### config.mk
export PLATFORM = sky130hd
export DESIGN_NAME = gpio_port_regs
export DESIGN_NICKNAME = d
export VERILOG_FILES = /design/src/rtl/gpio_port_regs.sv
export SDC_FILE = /design/constraint.sdc
export NUM_CORES = 1
export LEC_CHECK = 0
export CAP_MARGIN = 20
export CORE_ASPECT_RATIO = 2
export CORE_MARGIN = 2
export CORE_UTILIZATION = 45
export CTS_CLUSTER_SIZE = 30
export DETAILED_ROUTE_END_ITERATION = 16
export PLACE_DENSITY = 0.77
export SLEW_MARGIN = 40
export SYNTH_ARGS = -nofsm -noshare
export SYNTH_HDL_FRONTEND = slang
export SYNTH_SLANG_ARGS = --single-unit
### constraint.sdc
create_clock -name clk -period 5.4 [get_ports clk]
set_input_delay 1.08 -clock clk [delete_from_list [all_inputs] [get_ports clk]]
set_output_delay 1.08 -clock clk [all_outputs]
set_load 0.02 [all_outputs]
### src/rtl/gpio_port_regs.sv
module gpio_port_regs (
  input  logic        clk,
  input  logic        rst_n,
  input  logic        bus_wr,
  input  logic        bus_rd,
  input  logic [2:0]  bus_addr,
  input  logic [31:0] bus_wdata,
  output logic [31:0] bus_rdata,
  input  logic [15:0] pad_in,
  output logic [15:0] pin_dout,
  output logic [15:0] pin_out_en,
  output logic [15:0] pin_open_drain,
  output logic [15:0] pin_alt_sel,
  output logic [15:0] pin_analog,
  output logic [15:0] pin_pull_en,
  output logic [15:0] pin_pull_up
);
  localparam int PINS = 16;
  localparam int FW   = 4;
  localparam int CW   = PINS * FW;
  localparam logic [2:0] A_CFG_LO = 3'd0, A_CFG_HI = 3'd1, A_IN  = 3'd2, A_OUT = 3'd3,
                         A_SETCLR = 3'd4, A_CLR    = 3'd5, A_LCK = 3'd6;
  localparam logic [31:0] CFG_RST = {(32/FW){4'h4}};

  logic [31:0] cfg_lo, cfg_hi;
  logic [15:0] odr, in_meta, in_sync, lck;
  logic        key;
  logic [1:0]  seq, seq_nx;
  logic [CW-1:0] cfg_all, lock_mask;

  wire wr_lo  = bus_wr && bus_addr == A_CFG_LO;
  wire wr_hi  = bus_wr && bus_addr == A_CFG_HI;
  wire wr_out = bus_wr && bus_addr == A_OUT;
  wire wr_sc  = bus_wr && bus_addr == A_SETCLR;
  wire wr_clr = bus_wr && bus_addr == A_CLR;
  wire wr_lck = bus_wr && bus_addr == A_LCK;
  wire rd_lck = bus_rd && !bus_wr && bus_addr == A_LCK;

  assign cfg_all  = {cfg_hi, cfg_lo};
  assign pin_dout = odr;

  for (genvar p = 0; p < PINS; p++) begin : g_pin
    logic [1:0] md, cf;
    assign md = cfg_all[FW*p +: 2];
    assign cf = cfg_all[FW*p+2 +: 2];
    assign lock_mask[FW*p +: FW] = {FW{key & lck[p]}};
    assign pin_out_en[p]     = |md;
    assign pin_open_drain[p] = (|md) & cf[0];
    assign pin_alt_sel[p]    = (|md) & cf[1];
    assign pin_analog[p]     = ~(|md) & (cf == 2'b00);
    assign pin_pull_en[p]    = ~(|md) & (cf == 2'b10);
    assign pin_pull_up[p]    = pin_pull_en[p] & odr[p];
  end

  always_ff @(posedge clk or negedge rst_n) begin
    if (!rst_n) begin
      cfg_lo <= CFG_RST;
      cfg_hi <= CFG_RST;
    end else begin
      if (wr_lo) cfg_lo <= (bus_wdata & ~lock_mask[31:0])  | (cfg_lo & lock_mask[31:0]);
      if (wr_hi) cfg_hi <= (bus_wdata & ~lock_mask[63:32]) | (cfg_hi & lock_mask[63:32]);
    end
  end

  always_ff @(posedge clk or negedge rst_n) begin
    if (!rst_n)      odr <= '0;
    else if (wr_out) odr <= bus_wdata[15:0];
    else if (wr_sc)  odr <= (odr & ~bus_wdata[31:16]) | bus_wdata[15:0];
    else if (wr_clr) odr <= odr & ~bus_wdata[15:0];
  end

  always_ff @(posedge clk or negedge rst_n) begin
    if (!rst_n) begin
      in_meta <= '0;
      in_sync <= '0;
    end else begin
      in_meta <= pad_in;
      in_sync <= in_meta;
    end
  end

  always_comb begin
    case (seq)
      2'd1:    seq_nx = (!bus_wdata[16] && bus_wdata[15:0] == lck) ? 2'd2 : {1'b0, bus_wdata[16]};
      2'd2:    seq_nx = ( bus_wdata[16] && bus_wdata[15:0] == lck) ? 2'd3 : {1'b0, bus_wdata[16]};
      default: seq_nx = {1'b0, bus_wdata[16]};
    endcase
  end

  always_ff @(posedge clk or negedge rst_n) begin
    if (!rst_n) begin
      lck <= '0;
      key <= 1'b0;
      seq <= 2'd0;
    end else if (!key) begin
      if (wr_lck) begin
        lck <= bus_wdata[15:0];
        seq <= seq_nx;
      end else if (rd_lck && seq == 2'd3) begin
        key <= 1'b1;
        seq <= 2'd0;
      end
    end
  end

  always_comb begin
    case (bus_addr)
      A_CFG_LO: bus_rdata = cfg_lo;
      A_CFG_HI: bus_rdata = cfg_hi;
      A_IN:     bus_rdata = {16'd0, in_sync};
      A_OUT:    bus_rdata = {16'd0, odr};
      A_LCK:    bus_rdata = {15'd0, key, lck};
      default:  bus_rdata = 32'd0;
    endcase
  end

  assert_set_wins_R5: assert property (@(posedge clk) disable iff (!rst_n)
    wr_sc |=> ((pin_dout & $past(bus_wdata[15:0])) == $past(bus_wdata[15:0])));

  assert_clear_only_R6: assert property (@(posedge clk) disable iff (!rst_n)
    wr_clr |=> ((pin_dout & $past(bus_wdata[15:0])) == 16'd0));

  assert_key_sticky_R10: assert property (@(posedge clk) disable iff (!rst_n)
    key |=> (key && $stable(lck)));

  assert_key_after_read_R8: assert property (@(posedge clk) disable iff (!rst_n)
    $rose(key) |-> $past(rd_lck));

  assert_locked_frozen_R9: assert property (@(posedge clk) disable iff (!rst_n)
    key |=> ((((cfg_lo ^ $past(cfg_lo)) & lock_mask[31:0]) == 32'd0) &&
             (((cfg_hi ^ $past(cfg_hi)) & lock_mask[63:32]) == 32'd0)));
endmodule

# Word level (Yosys, flattened, before mapping)
# Cells that the tools add are included.
# W data, S select, Z words.
[word_totals]
out_inout_bits = 144
input_bits = 55
memories = 0
mem_bits_ro = 0
register_bits = 131
wordCells = 222
ramBits = 0
latch_bits = 0
[classes]
n_reduce_logical = 50
n_bitwise = 126
n_shift = 0
eq_ne = 26
n_lt_le_gt_ge = 0
mux = 12
div = 0
add_sub_neg = 0
mul = 0
[ops]
columns = ["op", "n"]
rows = [
  ["$pmux W32 S5", 1],
  ["$and A32 B32 Y32", 4],
  ["$and A1 B1 Y1", 96],
  ["$not A32 Y32", 2],
  ["$or A32 B32 Y32", 2],
  ["$mux W16", 3],
  ["$eq A2 B2 Y1 const B", 18],
  ["$and A16 B16 Y16", 2],
  ["$logic_not A2 Y1", 16],
  ["$not A16 Y16", 2],
  ["$reduce_or A2 Y1", 16],
  ["$not A1 Y1", 17],
  ["$eq A16 B16 Y1", 1],
  ["$or A16 B16 Y16", 1],
  ["$logic_and A1 B1 Y1", 11],
  ["$eq A3 B3 Y1 const B", 3],
  ["$mux W2", 4],
  ["$eq A3 B2 Y1 const B", 2],
  ["$pmux W2 S2", 1],
  ["$reduce_and A2 Y1", 2],
  ["$eq A3 B1 Y1 const B", 1],
  ["$logic_not A3 Y1", 1],
  ["$mux W1", 3],
  ["$reduce_bool A3 Y1", 1],
  ["other kinds (3)", 4],
]

# Longest topological paths before layout
# Gate-level depths: netlist (run 1).
[depth]
ltp_word = 7
depth_mapped = 8

# Least setup slack after synthesis (run 1)
# Ideal clock, no wire load.
[synth_path]
path_type = "input to output"
startpoint = "input port bus_addr[1]"
endpoint = "output port bus_rdata[15]"
slack_ns = 1.879
path_buffers = 3
t_arrival_ns = 2.441
path_stages = 6
t_required_ns = 4.320
path_cell_list = "buf_2 buf_2 buf_4 mux4_2 inv_1 o21ai_0"
[synth_between]
elab_chain_cells = 2
word_cells_on_any_way = 6
[synth_lines]
columns = ["element", "line_no", "source"]
rows = [
  ["start: declaration", "6", "input logic [2:0] bus_addr,"],
  ["$eq A3 B3 Y1, or another cell as far along", "107", "case (bus_addr)"],
  ["$pmux W32 S5 (*)", "107", ""],
  ["end: declaration", "8", "output logic [31:0] bus_rdata,"],
]
# Mark *: on every way between the ends. The rest lies on a longest branch, timed or not.

# Worst setup path after layout (run 1)
[layout_path]
startpoint = "input port bus_addr[2]"
endpoint = "output port bus_rdata[14]"
# Same word-level chain as after synthesis.

==> out/results.tsv, run 1 <==
stage	metric	value	unit
timing	clock_skew	6.40	ps
synthesis	dominantRegCellSynth	sky130_fd_sc_hd__dfrtp_1	
power	vdd.ir_drop.worst	0.270	mV
floorplanning	boundaryPins	199	
synthesis	synth_cell_type_count	39	
synthesis	synth_area	6490	um2
cts	tritoncts	built	
cts	max-clock-path-buffers	2	
synthesis	synth.yosys.seq_area_share	50.8	%
global_route	grt_pass1_wl	29900	um
timing	worst-slew-pin-transition	806	ps
timing	slew-limit-headroom	46.3	%
synthesis	netlist.area_leader.share	44.3	%
worst_setup_path	reg2reg_slack	3450	ps
routing	drt-vias-per-instance	5.49	
placement	dpl_cell_area	8640	um2
synthesis	number_of_synthesized_flops_with_an_enable_pin	0	
worst_setup_path	number_of_buffer_and_inverter_instances_along_the_worst_setup_path	2	
global_route	grt_usage	25.8	%
layout	stdcell_area	9220	um2
floorplanning	design.core.area	14200	um2
synthesis	netlist_top_cells_count	sky130_fd_sc_hd__dfrtp_1, sky130_fd_sc_hd__nand2_1, sky130_fd_sc_hd__mux2_2	
global_route	grt_overflow	0	
worst_setup_path	criticalPathCategory	input pin to output pin	
worst_setup_path	timing.critical_path.cells	clkdlybuf4s50_1, and3b_1, nand2_1, o21ai_0, a221o_1, clkdlybuf4s50_1	
placement	post_dp_hpwl	14000	um
timing	timing.final.max_slew_violations	0	
worst_setup_path	crit_arrival	3680	ps
routing	remaining_drc_errors	0	
timing	period_needed	4760	ps
floorplanning	dieArea	15500	um2
worst_setup_path	crit_path_end	bus_rdata[14]	
cts	ctsResizeCount	0	
cts	post_cts.repair.setup_buffers	0	
routing	dr_total_vias	5393	
floorplanning	die_width	88.9	um
synthesis	yosys-top-cells-area	sky130_fd_sc_hd__dfrtp_1, sky130_fd_sc_hd__mux2_2, sky130_fd_sc_hd__dfstp_2	
synthesis	post-synth-top-area-cell	sky130_fd_sc_hd__dfrtp_1	
worst_setup_path	worst_path_most_repeated_cell	sky130_fd_sc_hd__clkdlybuf4s50_1	
timing	max_clock_freq	210	MHz
worst_setup_path	start_kind	input pin	
synthesis	postSynthCellCount	590	
layout	fillerInstances	1109	
layout	n_antenna_cell	0	
worst_setup_path	critPathCaptureType	output pin	
worst_setup_path	reg2reg_from	key$_DFF_PN0_	
synthesis	post-synth-top-count-cell	sky130_fd_sc_hd__dfrtp_1	
power	power.density_cell_area	397	nW/um2
global_route	grt_max_degree	58	
routing	firstDrtPassIters	5	
worst_setup_path	critical_path.max_fanout	18	
hold_path	hold_path_class	flip-flop to flip-flop	
cts	cts_stage_hold_buffer_count	0	
synthesis	synth-async-reset-ratio	100	%
worst_setup_path	crit_required	4320	ps
timing	hold_viol	0	
cts	clock-sinks	131	
layout	area_growth_syn_to_layout	42.1	%
layout	drive_above_1_share	20.5	%
global_route	first_global_vias	5386	
run_status	status	finished, final reports clean	
timing	tns	0	ps
cts	clkLatencyLatePin	420	ps
timing	rsz0062_at_grt	no	
floorplanning	die_y	174	um
worst_setup_path	worst_path_max_delay_cell	sky130_fd_sc_hd__clkdlybuf4s50_1	
placement	gp_congestion	0.889	
job	max_cap_violations	0	
worst_setup_path	timing.critical_path.slowest_cell_delay	830	ps
synthesis	mappedNetlistNets	648	
power	leakagePower	3.84	nW
synthesis	ys_ff_latch	131	
cts	cts.clk_slew.worst_paths	60	ps
power	report.power.total	3.66	mW
worst_setup_path	cp_num_cells	6	
layout	final_nets	836	
worst_setup_path	worst_r2r_endpoint	seq[1]$_DFFE_PN0P_	
placement	count_of_buffers_inserted_at_the_top_level_ports	198	
floorplanning	rows	62	
worst_setup_path	timing.critical_path.max_delay_family	buffers and inverters	
timing	setup_violations	0	
routing	wire_per_inst	19.6	um
cts	clock_tree.root_cell	sky130_fd_sc_hd__clkbuf_16	
worst_setup_path	worstSetupStartpoint	bus_addr[2]	
floorplanning	initial_utilization	45.7	%
synthesis	average_footprint_of_a_synthesized_cell	11.0	um2
global_route	antenna_violations_before_repair	0	
routing	drt-total-wl	19300	um
routing	drt-initial-drc-count	306	
worst_setup_path	register_to_register_path_depth	3	
timing	min_period_over_period	88.2	%
cts	cts_inserted_buffers	17	
routing	antenna_violating_nets_post_route	0	
cts	htreeDepth	4	
synthesis	yosys_warnings	0	
worst reg2reg max path, stage by stage (launching register included):
cell and delay, ps:
sky130_fd_sc_hd__dfrtp_1 640, sky130_fd_sc_hd__nand3b_2 690, sky130_fd_sc_hd__nor4_1 400, sky130_fd_sc_hd__a22o_1 160
where the power goes:
group	total (mW)	switching, mW	internal [mW]
Clock	1.12	0.441	0.681
Sequential	1.38	0.200	1.18
Combinational	1.16	0.562	0.602
Total	3.66	1.20	2.46
how the worst min path moves through the flow:
stage	depth (start not counted)	to	start	slack, ps
after floorplan	0	in_sync[0]$_DFF_PN0_	in_meta[0]$_DFF_PN0_	330
after global placement	0	in_sync[5]$_DFF_PN0_	in_meta[5]$_DFF_PN0_	330
after detailed placement	0	in_sync[5]$_DFF_PN0_	in_meta[5]$_DFF_PN0_	330
after CTS	0	in_sync[5]$_DFF_PN0_	in_meta[5]$_DFF_PN0_	350
after global routing	0	in_sync[7]$_DFF_PN0_	in_meta[7]$_DFF_PN0_	350
final	0	in_sync[5]$_DFF_PN0_	in_meta[5]$_DFF_PN0_	350
per-layer routing:
layer | track usage, % | vias up | part of all wire (%)
met2 | 43.3 | 245 | 51
met5 | 0 | - | 0
met3 | 5.71 | 49 | 6.1
met4 | 8.90 | 0 | 3.4
met1 | 32.1 | 2635 | 39
li1 | - | 2464 | -
cell families (layout without fill, tap and decap cells):
| kind of cell | Yosys count | count (layout) | synth area share (%) |
|---|---|---|---|
| buffers and inverters | 43 | 244 | 2.89 |
| flip-flops | 131 | 131 | 50.8 |
| AO/OA/AOI/OAI | 85 | 85 | 9.41 |
| XOR/XNOR | 16 | 16 | 2.16 |
| AND/OR/NAND/NOR | 214 | 214 | 17.3 |
| adder cells (fa/ha/maj) | 3 | 3 | 0.578 |
| multiplexers | 98 | 98 | 16.9 |
layout by cell type (no fill, tap or decap), drive strengths merged, types with 17 or more instances in the layout:
| master | Yosys | layout |
|---|---|---|
| nor3 | 18 | 18 |
| and2 | 48 | 48 |
| o21ai | 34 | 34 |
| clkbuf | 26 | 17 |
| nor2 | 17 | 17 |
| or2 | 17 | 17 |
| dfrtp | 115 | 115 |
| nand2 | 82 | 82 |
| mux2 | 81 | 81 |
| clkdlybuf4s50 | 0 | 197 |
cell type report:
class	instances	area [um2]	share of cell area, %
sequential	131	3300	35.8
inverter	4	15.0	0.163
tap	192	240	2.60
clock inverter	15	156	1.70
timing repair buffer	208	2050	22.3
multi-input combinational	416	3030	32.9
clock buffer	17	425	4.61
stage by stage:
| step | std cells | utilization [%] | worst slack [ps] | hold slack, ps |
|---|---|---|---|---|
| final | 983 | 65.0 | 637 | 347 |
| after global routing | 983 | 65.0 | 510 | 355 |
| after CTS | 983 | 65.0 | 637 | 346 |
| after detailed placement | 951 | 60.9 | 669 | 335 |
| after global placement | 951 | 60.8 | 733 | 333 |
| after floorplan | 590 | - | 1880 | 331 |
(Power assumes the default switching activity.)
==> run 2, diff against run 1 <==
- ABC_CLOCK_PERIOD_IN_PS: not set -> 5400
- CORE_UTILIZATION: 45 -> 35
- PLACE_DENSITY: 0.77 -> not set
==> out/results.tsv, run 2 (synthesis results as in run 1) <==
stage	metric	value	unit
run_status	status	finished, final reports clean	
timing	rsz0062_at_grt	no	
floorplanning	boundaryPins	199	
worst_setup_path	crit_arrival	3470	ps
cts	clock-sinks	131	
power	switching_power	1.20	mW
layout	n_antenna_cell	0	
cts	htreeDepth	4	
worst_setup_path	critical_path.max_fanout	20	
cts	clock_tree.root_cell	sky130_fd_sc_hd__clkbuf_16	
placement	count_of_buffers_inserted_at_the_top_level_ports	198	
worst_setup_path	worst_path_most_repeated_cell	sky130_fd_sc_hd__clkdlybuf4s50_1	
floorplanning	dieArea	19700	um2
timing	period_needed	4550	ps
worst_setup_path	worst_path_max_delay_cell	sky130_fd_sc_hd__clkdlybuf4s50_1	
power	pwr-share-seq	37.3	%
worst_setup_path	timing.critical_path.slowest_cell_delay	840	ps
timing	timing.final.max_slew_violations	0	
layout	post-route-util	51.0	%
routing	wire_per_inst	20.6	um
floorplanning	die_y	197	um
power	vdd.ir_drop.worst	0.250	mV
routing	drt-vias-per-instance	5.28	
cts	clkLatencyLatePin	420	ps
cts	max-clock-path-buffers	2	
job	max_cap_violations	0	
hold_path	hold_path.startpoint	in_meta[7]$_DFF_PN0_	
global_route	grt_overflow	0	
floorplanning	die_width	100	um
worst_setup_path	timing.critical_path.cells	clkdlybuf4s50_1, and3b_1, buf_4, nand2_1, o21ai_0, a221o_1, clkdlybuf4s50_1	
routing	firstDrtPassIters	5	
timing	setup_ws	851	ps
floorplanning	initial_utilization	35.6	%
worst_setup_path	criticalPathCategory	input pin to output pin	
cts	cts.clk_slew.worst_paths	50	ps
timing	slew-limit-headroom	50.0	%
hold_path	hold_path_class	flip-flop to flip-flop	
placement	gp_congestion	0.850	
layout	final_nets	838	
worst_setup_path	reg2reg_from	key$_DFF_PN0_	
timing	min_period_over_period	84.2	%
worst_setup_path	crit_required	4320	ps
global_route	grt_pass1_wl	32100	um
power	power_frac_clock	30.9	%
power	share_comb_of_total_power	31.8	%
worst_setup_path	critPathCaptureType	output pin	
global_route	antenna_violations_before_repair	0	
global_route	grt_max_degree	95	
power	power.density_cell_area	397	nW/um2
routing	dr_total_vias	5325	
timing	setup_violations	0	
routing	antenna_violating_nets_post_route	0	
timing	worst-slew-pin-transition	750	ps
timing	hold_viol	0	
layout	drive_above_1_share	20.4	%
routing	remaining_drc_errors	0	
power	cell_internal_pwr	2.49	mW
timing	tns	0	ps
routing	drt-total-wl	20800	um
cts	cts_inserted_buffers	17	
placement	detailedPlace.worstSlack	850	ps
placement	post_dp_hpwl	15800	um
power	leakagePower	3.86	nW
timing	clock_skew	6.62	ps
cts	post_cts.repair.setup_buffers	0	
worst_setup_path	worstSetupStartpoint	bus_addr[0]	
power	power.share.switching	32.6	%
routing	drt-initial-drc-count	310	
cts	cts_stage_hold_buffer_count	0	
cts	tritoncts	built	
timing	max_clock_freq	220	MHz
layout	final_common_cell	sky130_fd_sc_hd__clkdlybuf4s50_1	
layout	most_frequent_cells_in_the_layout	sky130_fd_sc_hd__clkdlybuf4s50_1, sky130_fd_sc_hd__dfrtp_1, sky130_fd_sc_hd__nand2_1	
floorplanning	rows	70	
global_route	first_global_vias	5644	
floorplanning	design.core.area	18200	um2
worst_setup_path	start_kind	input pin	
power	report.power.total	3.69	mW
cts	ctsResizeCount	0	
global_route	grt_usage	21.7	%
layout	area_growth_syn_to_layout	43.2	%
==> run 2: cell count changes in the layout (fill, tap and decap cells not counted) <==
cell	delta
sky130_fd_sc_hd__o21ai_2	-1
sky130_fd_sc_hd__buf_16	+1
sky130_fd_sc_hd__o21ai_1	+1
sky130_fd_sc_hd__clkdlybuf4s50_1	-1
sky130_fd_sc_hd__buf_4	+1
sky130_fd_sc_hd__clkbuf_1	+2
sky130_fd_sc_hd__inv_6	-2
sky130_fd_sc_hd__clkinv_2	-2
sky130_fd_sc_hd__clkbuf_8	+3
==> run 2: final timing paths <==
check                                                  end  slack [ps]  cells after the start
worst max-delay path                         bus_rdata[14]         850                      7
worst min-delay path                  in_sync[7]$_DFF_PN0_         350                      0
worst max register to register          seq[1]$_DFFE_PN0P_        3410                      3
worst min register to register        in_sync[7]$_DFF_PN0_         350                      0
max in group asynchronous       asynchronous set/reset pin        3700                      3
min in group asynchronous             in_meta[3]$_DFF_PN0_         520                      1
==> run 2: stage by stage <==
stage	instances	hold WS [ps]	area (um2)
2_1_floorplan	590	331	6490
3_3_place_gp	976	333	8670
3_5_place_dp	976	336	8680
4_1_cts	1008	349	9270
5_1_grt	1009	350	9300
6_report	1009	347	9300
==> run 2: power groups by stage <==
| stage | clock [mW] | combinational [mW] | sequential [mW] |
|---|---|---|---|
| 2_1_floorplan | 0 | 0.625 | 1.34 |
| 5_1_grt | 1.20 | 1.25 | 1.41 |
| 6_report | 1.14 | 1.17 | 1.38 |
| 3_5_place_dp | 0 | 1.18 | 1.40 |
| 3_3_place_gp | 0 | 1.16 | 1.39 |
| 4_1_cts | 1.15 | 1.18 | 1.38 |
==> run 2: critical path, delay by kind of cell <==
kind,cells,cell delay (ps)
and+or+nand+nor,2,320
AOI/OAI and AO/OA,2,460
buffers and inverters,3,1590
==> run 2: routing by layer <==
layer | track usage, % | up-vias | share of wire [%]
li1 | - | 2457 | -
met1 | 22.3 | 2652 | 35
met2 | 42.3 | 182 | 59
met3 | 3.44 | 34 | 4.1
met4 | 8.52 | 0 | 2.4
met5 | 0 | - | 0
==> run 2: cell type report <==
cell class | count | area (um2)
clock buffers | 21 | 460
clock inverters | 11 | 129
fillers | 1662 | 8920
inverters | 4 | 15.0
multi-input cells | 416 | 3030
flip-flops and latches | 131 | 3300
well taps | 216 | 270
repair buffers | 210 | 2090
==> run 3, diff against run 2 <==
- ABC_CLOCK_PERIOD_IN_PS: 5400 -> 4450
- clock period: 5.4 -> 4.45 ns (I/O delays scaled with it)
==> out/results.tsv, run 3 (synthesis results as in run 1) <==
stage	metric	value	unit
worst_setup_path	register_to_register_path_depth	3	
timing	worst-slew-pin-transition	785	ps
routing	dr_total_vias	5379	
cts	cts.clk_slew.worst_paths	60	ps
power	power_frac_clock	30.5	%
power	share_comb_of_total_power	32.0	%
layout	fillerInstances	1675	
routing	wire_per_inst	21.2	um
placement	count_of_buffers_inserted_at_the_top_level_ports	198	
global_route	grt_pass1_wl	32900	um
worst_setup_path	timing.critical_path.cells	clkdlybuf4s50_1, buf_4, nor3_2, buf_4, a221o_1, clkdlybuf4s50_1	
layout	drive_above_1_share	20.5	%
routing	drt-initial-drc-count	247	
power	pwr-share-seq	37.6	%
cts	cts_stage_hold_buffer_count	0	
cts	tritoncts	built	
global_route	grt_max_degree	107	
cts	ctsResizeCount	0	
floorplanning	boundaryPins	199	
layout	post_layout_nonfiller_instances	1010	
timing	tns	0	ps
hold_path	hold_path_class	input pin to asynchronous set/reset pin	
worst_setup_path	critical_path.max_fanout	17	
power	power.share.switching	32.4	%
timing	hold_viol	0	
timing	max_clock_freq	254	MHz
timing	clock_skew	12.2	ps
timing	min_period_over_period	88.6	%
job	max_cap_violations	0	
floorplanning	initial_utilization	35.6	%
worst_setup_path	start_kind	input pin	
global_route	global_route.usage.met2	42.6	%
cts	clock-sinks	131	
run_status	status	finished, final reports clean	
worst_setup_path	critPathCaptureType	output pin	
worst_setup_path	crit_required	3560	ps
global_route	grt_usage	22.3	%
placement	dpl_cell_area	8690	um2
power	vdd.ir_drop.worst	0.297	mV
cts	clkLatencyLatePin	420	ps
timing	slew-limit-headroom	47.7	%
routing	remaining_drc_errors	0	
power	leakagePower	3.86	nW
power	cell_internal_pwr	3.03	mW
global_route	met1_usage	22.7	%
worst_setup_path	reg2reg_from	key$_DFF_PN0_	
layout	most_frequent_cells_in_the_layout	sky130_fd_sc_hd__clkdlybuf4s50_1, sky130_fd_sc_hd__dfrtp_1, sky130_fd_sc_hd__nand2_1	
cts	htreeDepth	4	
timing	timing.final.max_slew_violations	0	
placement	gp_congestion	0.817	
placement	post_dp_hpwl	16200	um
routing	firstDrtPassIters	4	
timing	rsz0062_at_grt	no	
worst_setup_path	worst_r2r_endpoint	seq[1]$_DFFE_PN0P_	
floorplanning	design.core.area	18200	um2
power	power.density_cell_area	482	nW/um2
global_route	grt-busiest-layer	met2	
worst_setup_path	criticalPathCategory	input pin to output pin	
cts	clock_tree.root_cell	sky130_fd_sc_hd__clkbuf_16	
routing	drt-total-wl	21400	um
floorplanning	die_y	197	um
global_route	gr-usage-met3	3.62	%
cts	post_cts.repair.setup_buffers	0	
power	switching_power	1.45	mW
timing	setup_violations	0	
routing	antenna_violating_nets_post_route	0	
global_route	first_global_vias	5685	
floorplanning	dieArea	19700	um2
layout	area_growth_syn_to_layout	43.1	%
worst_setup_path	reg2reg_slack	2440	ps
floorplanning	rows	70	
layout	final_nets	840	
routing	drt-vias-per-instance	5.33	
layout	final_common_cell	sky130_fd_sc_hd__clkdlybuf4s50_1	
worst_setup_path	timing.critical_path.max_delay_family	buffers and inverters	
worst_setup_path	crit_arrival	3050	ps
worst_setup_path	number_of_buffer_and_inverter_instances_along_the_worst_setup_path	4	
placement	post-place-cells	978	
global_route	antenna_violations_before_repair	3	
worst_setup_path	worst_path_max_delay_cell	sky130_fd_sc_hd__clkdlybuf4s50_1	
global_route	grt_overflow	0	
timing	period_needed	3940	ps
worst_setup_path	timing.critical_path.slowest_cell_delay	640	ps
cts	cts_inserted_buffers	17	
floorplanning	die_width	100	um
layout	stdcell_area	9290	um2
cts	max-clock-path-buffers	2	
==> run 3: stage by stage <==
step / worst slack [ps] / utilization (%) / hold WS, ps / total power [mW]
2_1_floorplan: 1310 / - / 331 / 2.39
6_report: 508 / 51.0 / 326 / 4.47
5_1_grt: 414 / 51.0 / 340 / 4.68
3_5_place_dp: 516 / 47.7 / 335 / 3.14
4_1_cts: 512 / 50.8 / 347 / 4.51
3_3_place_gp: 574 / 47.7 / 333 / 3.10
==> run 3: cell type report <==
class	instances	area, um2	share of cell area, %
flip-flops and latches	131	3300	35.5
multi-input cells	416	3020	32.5
repair buffers	212	2110	22.7
clock buffers	18	429	4.62
well taps	216	270	2.91
clock inverters	11	140	1.51
inverters	4	15.0	0.162
diodes	2	5.00	0.0539
==> run 3: worst register-to-register path, stage by stage (launching register included) <==
cell and delay [ps]:
sky130_fd_sc_hd__dfrtp_1 670, sky130_fd_sc_hd__nand3b_2 720, sky130_fd_sc_hd__nor4_1 410, sky130_fd_sc_hd__a22o_1 160
==> run 3: worst max path at each step <==
stage                           start             to  slack [ps]  depth (start not counted)
after global routing      bus_addr[2]   bus_rdata[1]         410                          6
after global placement    bus_addr[2]  bus_rdata[17]         570                          6
final                     bus_addr[2]   bus_rdata[1]         510                          6
after CTS                 bus_addr[2]  bus_rdata[17]         510                          6
after floorplan           bus_addr[1]  bus_rdata[15]        1310                          6
after detailed placement  bus_addr[2]  bus_rdata[17]         520                          6
==> run 3: power by group through the flow <==
| stage | combinational [mW] | sequential (mW) | clock [mW] |
|---|---|---|---|
| 2_1_floorplan | 0.759 | 1.63 | 0 |
| 3_3_place_gp | 1.41 | 1.69 | 0 |
| 3_5_place_dp | 1.43 | 1.70 | 0 |
| 4_1_cts | 1.44 | 1.68 | 1.39 |
| 5_1_grt | 1.52 | 1.71 | 1.44 |
| 6_report | 1.43 | 1.68 | 1.36 |
==> run 3: layer usage <==
layer | share of wire [%] | up-vias
li1 | - | 2460
met1 | 34 | 2675
met2 | 58 | 197
met3 | 4.5 | 47
met4 | 3.6 | 0
met5 | 0 | -
